### src/rtl/eye_trk_pkg.sv
package eye_trk_pkg;
  typedef enum logic {
    SIDE_PLUS  = 1'b0,
    SIDE_MINUS = 1'b1
  } side_e;
endpackage

### src/rtl/eye_trk_settle.sv
module eye_trk_settle #(
  parameter int SETTLE = 8
) (
  input  logic clk_i,
  input  logic rst_ni,
  input  logic reload_i,
  output logic busy_o
);
  localparam int CW = $clog2(SETTLE + 1);

  logic [CW-1:0] cnt_q;

  always_ff @(posedge clk_i or negedge rst_ni) begin
    if (!rst_ni)            cnt_q <= CW'(SETTLE);
    else if (reload_i)      cnt_q <= CW'(SETTLE);
    else if (cnt_q != '0)   cnt_q <= cnt_q - 1'b1;
  end

  assign busy_o = (cnt_q != '0);
endmodule

### src/rtl/eye_trk_dwell.sv
module eye_trk_dwell #(
  parameter int DATA_W = 10,
  parameter int DWELL  = 256
) (
  input  logic              clk_i,
  input  logic              rst_ni,
  input  logic              valid_i,
  input  logic              hold_i,
  input  logic [DATA_W-1:0] prim_data_i,
  input  logic [DATA_W-1:0] mon_data_i,
  output logic              done_o,
  output logic              mis_o
);
  localparam int DW_W = (DWELL > 1) ? $clog2(DWELL) : 1;

  logic [DW_W-1:0] cnt_q;
  logic            acc_q;
  logic            count_en, diff, last;

  assign count_en = valid_i & ~hold_i;
  assign diff     = (prim_data_i != mon_data_i);
  assign last     = (cnt_q == DW_W'(DWELL - 1));
  assign done_o   = count_en & last;
  // sticky result including the word that closes the dwell
  assign mis_o    = acc_q | (count_en & diff);

  always_ff @(posedge clk_i or negedge rst_ni) begin
    if (!rst_ni) begin
      cnt_q <= '0;
      acc_q <= 1'b0;
    end else if (count_en) begin
      if (last) begin
        cnt_q <= '0;
        acc_q <= 1'b0;
      end else begin
        cnt_q <= cnt_q + 1'b1;
        acc_q <= acc_q | diff;
      end
    end
  end


  dwell_idle_chk: assert property (@(posedge clk_i) disable iff (!rst_ni)
    !count_en |=> ($stable(cnt_q) && $stable(acc_q)));
endmodule

### src/rtl/eye_trk_ctrl.sv
module eye_trk_ctrl
  import eye_trk_pkg::*;
#(
  parameter int TAP_W    = 5,
  parameter int OFFSET   = 2,
  parameter int TAP_INIT = 16
) (
  input  logic             clk_i,
  input  logic             rst_ni,
  input  logic             done_i,
  input  logic             mis_i,
  output logic [TAP_W-1:0] prim_tap_o,
  output logic [TAP_W-1:0] mon_tap_o,
  output logic             prim_load_o,
  output logic             mon_load_o,
  output logic             eye_closed_o
);
  localparam int TAP_MAX = (1 << TAP_W) - 1;

  function automatic logic [TAP_W-1:0] clamp_tap(input int v);
    if (v < 0)       return '0;
    if (v > TAP_MAX) return TAP_W'(TAP_MAX);
    return TAP_W'(v);
  endfunction

  side_e            side_q;
  logic [TAP_W-1:0] prim_q, mon_q, prim_nx;
  logic             mis_plus_q, prim_load_q, mon_load_q, closed_q;

  always_comb begin
    prim_nx = prim_q;
    if (mis_plus_q && !mis_i)      prim_nx = clamp_tap(int'(prim_q) - 1);
    else if (!mis_plus_q && mis_i) prim_nx = clamp_tap(int'(prim_q) + 1);
  end

  always_ff @(posedge clk_i or negedge rst_ni) begin
    if (!rst_ni) begin
      side_q      <= SIDE_PLUS;
      prim_q      <= clamp_tap(TAP_INIT);
      mon_q       <= clamp_tap(TAP_INIT + OFFSET);
      mis_plus_q  <= 1'b0;
      prim_load_q <= 1'b0;
      mon_load_q  <= 1'b0;
      closed_q    <= 1'b0;
    end else begin
      mon_load_q  <= done_i;
      prim_load_q <= 1'b0;
      if (done_i) begin
        if (side_q == SIDE_PLUS) begin
          side_q     <= SIDE_MINUS;
          mis_plus_q <= mis_i;
          mon_q      <= clamp_tap(int'(prim_q) - OFFSET);
        end else begin
          side_q      <= SIDE_PLUS;
          mis_plus_q  <= 1'b0;
          prim_q      <= prim_nx;
          mon_q       <= clamp_tap(int'(prim_nx) + OFFSET);
          prim_load_q <= (prim_nx != prim_q);
          closed_q    <= mis_plus_q & mis_i;
        end
      end
    end
  end

  assign prim_tap_o   = prim_q;
  assign mon_tap_o    = mon_q;
  assign prim_load_o  = prim_load_q;
  assign mon_load_o   = mon_load_q;
  assign eye_closed_o = closed_q;


  prim_step_chk: assert property (@(posedge clk_i) disable iff (!rst_ni)
    (prim_q != $past(prim_q)) |->
      ((int'(prim_q) - int'($past(prim_q)) == 1) || (int'($past(prim_q)) - int'(prim_q) == 1)));

  mon_span_chk: assert property (@(posedge clk_i) disable iff (!rst_ni)
    ((int'(mon_q) - int'(prim_q) <= OFFSET) && (int'(prim_q) - int'(mon_q) <= OFFSET)));

  prim_load_pair_chk: assert property (@(posedge clk_i) disable iff (!rst_ni)
    prim_load_q |-> mon_load_q);

  closed_hold_chk: assert property (@(posedge clk_i) disable iff (!rst_ni)
    $rose(closed_q) |-> (!prim_load_q && mon_load_q));
endmodule

### src/rtl/eye_centre_tracker.sv
module eye_centre_tracker #(
  parameter int DATA_W   = 10,
  parameter int TAP_W    = 5,
  parameter int OFFSET   = 2,
  parameter int TAP_INIT = 16,
  parameter int DWELL    = 256,
  parameter int SETTLE   = 8
) (
  input  logic              clk_i,
  input  logic              rst_ni,
  input  logic              valid_i,
  input  logic [DATA_W-1:0] prim_data_i,
  input  logic [DATA_W-1:0] mon_data_i,
  output logic [TAP_W-1:0]  prim_tap_o,
  output logic [TAP_W-1:0]  mon_tap_o,
  output logic              prim_load_o,
  output logic              mon_load_o,
  output logic              eye_closed_o
);
  logic settle_busy, dwell_done, dwell_mis;

  eye_trk_settle #(.SETTLE(SETTLE)) u_settle (
    .clk_i    (clk_i),
    .rst_ni   (rst_ni),
    .reload_i (dwell_done),
    .busy_o   (settle_busy)
  );

  eye_trk_dwell #(.DATA_W(DATA_W), .DWELL(DWELL)) u_dwell (
    .clk_i       (clk_i),
    .rst_ni      (rst_ni),
    .valid_i     (valid_i),
    .hold_i      (settle_busy),
    .prim_data_i (prim_data_i),
    .mon_data_i  (mon_data_i),
    .done_o      (dwell_done),
    .mis_o       (dwell_mis)
  );

  eye_trk_ctrl #(.TAP_W(TAP_W), .OFFSET(OFFSET), .TAP_INIT(TAP_INIT)) u_ctrl (
    .clk_i        (clk_i),
    .rst_ni       (rst_ni),
    .done_i       (dwell_done),
    .mis_i        (dwell_mis),
    .prim_tap_o   (prim_tap_o),
    .mon_tap_o    (mon_tap_o),
    .prim_load_o  (prim_load_o),
    .mon_load_o   (mon_load_o),
    .eye_closed_o (eye_closed_o)
  );


  settle_gate_chk: assert property (@(posedge clk_i) disable iff (!rst_ni)
    settle_busy |-> !dwell_done);
endmodule

### config.mk
export PLATFORM = sky130hd
export DESIGN_NAME = eye_centre_tracker
export DESIGN_NICKNAME = d
export VERILOG_FILES = /design/src/rtl/eye_trk_pkg.sv /design/src/rtl/eye_trk_settle.sv /design/src/rtl/eye_trk_dwell.sv /design/src/rtl/eye_trk_ctrl.sv /design/src/rtl/eye_centre_tracker.sv
export SDC_FILE = /design/constraint.sdc
export NUM_CORES = 1
export LEC_CHECK = 0
export ABC_AREA = 1
export BUFFER_PORTS_ARGS = -buffer_cell sky130_fd_sc_hd__buf_2
export CAP_MARGIN = 5
export CELL_PAD_IN_SITES_DETAIL_PLACEMENT = 0
export CELL_PAD_IN_SITES_GLOBAL_PLACEMENT = 1
export CORE_UTILIZATION = 44
export DETAILED_ROUTE_END_ITERATION = 6
export GPL_TIMING_DRIVEN = 1
export PLACE_DENSITY = 0.9
export SETUP_SLACK_MARGIN = 0.15
export SLEW_MARGIN = 10
export SYNTH_ARGS = -nofsm -noshare
export SYNTH_HDL_FRONTEND = slang
export SYNTH_SLANG_ARGS = --single-unit
### constraint.sdc
create_clock -name clk_i -period 5.5 [get_ports clk_i]
set_input_delay 0.55 -clock clk_i [delete_from_list [all_inputs] [get_ports clk_i]]
set_output_delay 0.55 -clock clk_i [all_outputs]
set_load 0.02 [all_outputs]
==> impl_metrics.sql <==
INSERT INTO impl_metrics (metric_group, metric, value, unit) VALUES
('route', 'detail_route.first_pass.iterations', '4', ''),
('sta', 'timing.fmax', '391', 'MHz'),
('clocking', 'postCtsSetupBuffers', '0', ''),
('critical_path', 'worstSetupEndpointType', 'flip-flop', ''),
('clocking', 'tritoncts', 'yes', ''),
('layout', 'finish.utilization', '53.2', '%'),
('clocking', 'htree_num_levels', '1', ''),
('outcome', 'result_of_the_run', 'finished, final reports clean', ''),
('critical_path', 'criticalPathCategory', 'flip-flop to flip-flop', ''),
('sta', 'final.period_utilization', '46.4', '%'),
('yosys', 'synth-seq-area-share', '34.3', '%'),
('yosys', 'postSynthAreaPerCell', '7.75', 'um2'),
('power', 'max-vdd-ir-drop', '0.220', 'mV'),
('yosys', 'synth_edf_count', '0', ''),
('place', 'detailedPlacementHpwl', '3.24', 'mm'),
('critical_path', 'start_kind', 'flip-flop', ''),
('yosys', 'post_synth_main_area_contributors', 'sky130_fd_sc_hd__dfrtp_1 29%, sky130_fd_sc_hd__nand2_1 11%, sky130_fd_sc_hd__inv_1 6.0%', ''),
('route', 'wirelength', '4.14', 'mm'),
('sta', 'setup_tns', '0', 'ps'),
('route', 'avgViaCountPerCell', '4.93', ''),
('clocking', 'insertion_delay', '270', 'ps'),
('yosys', 'synth.yosys.warnings', '0', ''),
('floorplan', 'num_io_pins', '36', ''),
('floorplan', 'die_area', '4950', 'um2'),
('clocking', 'cts_max_path_buffers', '2', ''),
('yosys', 'netlist_area', '2050', 'um2'),
('floorplan', 'std_cell_core_area', '4410', 'um2'),
('yosys', 'synth.net_count', '297', ''),
('layout', 'layout_area_growth_over_synthesis', '14.4', '%'),
('grt', 'grt_antenna_before_repair', '0', ''),
('yosys', 'synth_seq_cells', '28', ''),
('place', 'gp_congestion', '0.884', ''),
('yosys', 'synth-main-ff-cell', 'sky130_fd_sc_hd__dfrtp_1', ''),
('clocking', 'worst_setup_hold_path_clk_slew', '100', 'ps'),
('sta', 'final_max_slew_viol_count', '0', ''),
('grt', 'grt_pass1_wl', '7.49', 'mm'),
('sta', 'endpoints_failing_hold', '0', ''),
('sta', 'slew_headroom', '57.2', '%'),
('floorplan', 'initial_core_utilization', '46.5', '%'),
('sta', 'grt_setup_unrepaired', 'no', ''),
('sta', 'clock_skew', '2.62', 'ps'),
('critical_path', 'timing.critical_path.slowest_stage_cell', 'sky130_fd_sc_hd__dfrtp_1', ''),
('yosys', 'post_synth_and_or_nand_nor_area_fraction', '35.6', '%'),
('yosys', 'post-synth-top-area-fraction', '29.2', '%'),
('yosys', 'synth_xor_xnor_area_share', '5.12', '%'),
('critical_path', 'timing.critical_path.buf_inv', '3', ''),
('grt', 'grt_util_all_layers', '18.8', '%'),
('critical_path', 'critical_path.top_delay_family', 'simple AND/OR/NAND/NOR gates', ''),
('place', 'io_buffer_count', '35', ''),
('flow_run', 'cap_viol_max_count', '0', ''),
('sta', 'setup_viol', '0', ''),
('critical_path', 'timing.critical_path.cells', 'inv_1 -> ha_1 -> nor3b_4 -> nand2_4 -> o21bai_4 -> nand2_8 -> inv_4 -> nand2_8 -> nand3_2 -> nand2_2 -> inv_2 -> ha_1 -> a221oi_1 -> nand2_1', ''),
('critical_path', 'critPathArrivalTime', '2720', 'ps'),
('power', 'power.static_leakage', '1.31', 'nW'),
('layout', 'num_antenna_cells', '0', ''),
('floorplan', 'rows', '24', ''),
('layout', 'design.final.nets', '333', ''),
('critical_path', 'timing.critical_path.slowest_cell_delay', '420', 'ps'),
('sta', 'period_minus_slack', '2550', 'ps'),
('clocking', 'cts_hold_buffers', '0', ''),
('clocking', 'clockRootBuffer', 'sky130_fd_sc_hd__clkbuf_8', ''),
('route', 'postRouteAntennaNets', '0', ''),
('route', 'routedWlPerCell', '11.8', 'um'),
('yosys', 'ys_types', '40', ''),
('critical_path', 'critical_path.max_fanout', '7', ''),
('yosys', 'netlist.top_cell.by_area', 'sky130_fd_sc_hd__dfrtp_1', ''),
('sta', 'worst_pin_slew', '642', 'ps'),
('yosys', 'largest_family_of_logic_cells_by_synthesized_area', 'simple AND/OR/NAND/NOR gates', ''),
('clocking', 'cts_resized', '0', ''),
('clocking', 'numCtsBuffers', '3', ''),
('hold_path', 'worstHoldPathType', 'primary input to asynchronous set/reset pin', '');
## cells in the mapped netlist (2+ instances only)
| cell type | instances |
|---|---|
| sky130_fd_sc_hd__nand3_1 | 19 |
| sky130_fd_sc_hd__nand4_1 | 2 |
| sky130_fd_sc_hd__nor2_2 | 3 |
| sky130_fd_sc_hd__dfstp_2 | 4 |
| sky130_fd_sc_hd__nand3_2 | 2 |
| sky130_fd_sc_hd__nand2_2 | 5 |
| sky130_fd_sc_hd__clkbuf_1 | 3 |
| sky130_fd_sc_hd__nand2_1 | 62 |
| sky130_fd_sc_hd__o21ai_2 | 2 |
| sky130_fd_sc_hd__nand2_8 | 2 |
| sky130_fd_sc_hd__inv_1 | 33 |
| sky130_fd_sc_hd__nand2_4 | 5 |
| sky130_fd_sc_hd__nor2_1 | 28 |
| sky130_fd_sc_hd__o211ai_1 | 2 |
| sky130_fd_sc_hd__dfrtp_1 | 24 |
| sky130_fd_sc_hd__inv_2 | 6 |
| sky130_fd_sc_hd__a21oi_1 | 10 |
| sky130_fd_sc_hd__o21ai_0 | 6 |
| sky130_fd_sc_hd__a221oi_1 | 2 |
| sky130_fd_sc_hd__a31oi_1 | 2 |
| sky130_fd_sc_hd__nor3_1 | 2 |
| sky130_fd_sc_hd__o21ai_1 | 3 |
| sky130_fd_sc_hd__a22oi_1 | 3 |
| sky130_fd_sc_hd__xor2_1 | 9 |
| sky130_fd_sc_hd__ha_1 | 9 |
| sky130_fd_sc_hd__xnor2_1 | 3 |
## cell usage in the layout, fill, tap and decap left out, types with 4 or more instances in the layout
| master | synthesis | layout |
|---|---|---|
| sky130_fd_sc_hd__buf_2 | 1 | 35 |
| sky130_fd_sc_hd__nand3_1 | 19 | 19 |
| sky130_fd_sc_hd__nor2_1 | 28 | 28 |
| sky130_fd_sc_hd__ha_1 | 9 | 9 |
| sky130_fd_sc_hd__nand2_1 | 62 | 62 |
| sky130_fd_sc_hd__nand2_4 | 5 | 5 |
| sky130_fd_sc_hd__dfrtp_1 | 24 | 24 |
| sky130_fd_sc_hd__inv_1 | 33 | 33 |
| sky130_fd_sc_hd__o21ai_0 | 6 | 6 |
| sky130_fd_sc_hd__inv_2 | 6 | 6 |
| sky130_fd_sc_hd__nand2_2 | 5 | 5 |
| sky130_fd_sc_hd__a21oi_1 | 10 | 10 |
| sky130_fd_sc_hd__xor2_1 | 9 | 9 |
| sky130_fd_sc_hd__dfstp_2 | 4 | 4 |
## kinds of logic after synthesis
group	Yosys count
flip-flops	28
AO/OA/AOI/OAI	34
XOR/XNOR	12
AND/OR/NAND/NOR	137
buffers and inverters	45
adder cells (fa/ha/maj)	9
## metal layers
layer  vias to the layer above  wire length (um)  GRT usage, %
met5                         -                 0             0
met4                         0                25          5.33
met3                         2               130          1.30
met2                        34              1920          31.4
met1                       780              2070          26.1
li1                        918                 -             -
## path summary, 6_finish.rpt
path | cells after the start | slack [ps] | endpoint | start
max | 14 | 2950 | u_ctrl.mon_tap_o[2] | u_settle.cnt_q[0]
min | 1 | 280 | u_ctrl.prim_load_o | rst_ni
max reg2reg | 14 | 2950 | u_ctrl.mon_tap_o[2] | u_settle.cnt_q[0]
min reg2reg | 1 | 480 | u_ctrl.side_q | u_ctrl.side_q
max in group asynchronous | 1 | 4800 | u_ctrl.side_q | rst_ni
min in group clk_i | 1 | 480 | u_ctrl.side_q | u_ctrl.side_q
## where the power goes
part	internal, W	total (W)	switching [W]
logic	0.0000644	0.000144	0.0000798
clock network	0.0000974	0.000163	0.0000656
registers	0.000247	0.000282	0.0000348
total	0.000409	0.000589	0.000180
## through the flow
step | total power (W) | instance area (um2) | cells | setup slack, ps | hold slack, ps
2_1_floorplan | 0.000394 | 2050 | 265 | 3100 | 254
4_1_cts | 0.000601 | 2350 | 352 | 2930 | 302
5_1_grt | 0.000632 | 2350 | 352 | 2710 | 337
3_3_place_gp | 0.000428 | 2280 | 348 | 2970 | 457
6_report | 0.000589 | 2350 | 352 | 2950 | 283
3_5_place_dp | 0.000434 | 2280 | 348 | 2960 | 464
## state kept, by name (all words and copies together), names as in the netlist
name / flops
u_ctrl.mis_plus_q: 1
u_settle.cnt_q: 4
u_ctrl.eye_closed_o: 1
u_ctrl.mon_tap_o: 5
u_dwell.acc_q: 1
u_ctrl.prim_load_o: 1
u_ctrl.side_q: 1
u_ctrl.mon_load_o: 1
u_ctrl.prim_tap_o: 5
u_dwell.cnt_q: 8
## layout make-up
type / instances / area, um2
Timing Repair Buffer: 35 / 175
Clock inverter: 1 / 30.0
Clock buffer: 3 / 41.3
Multi-Input combinational cell: 192 / 1170
Inverter: 41 / 158
Sequential cell: 28 / 706
Tap cell: 52 / 65.1
Fill cell: 426 / 2060
(Power assumes the default switching activity.)
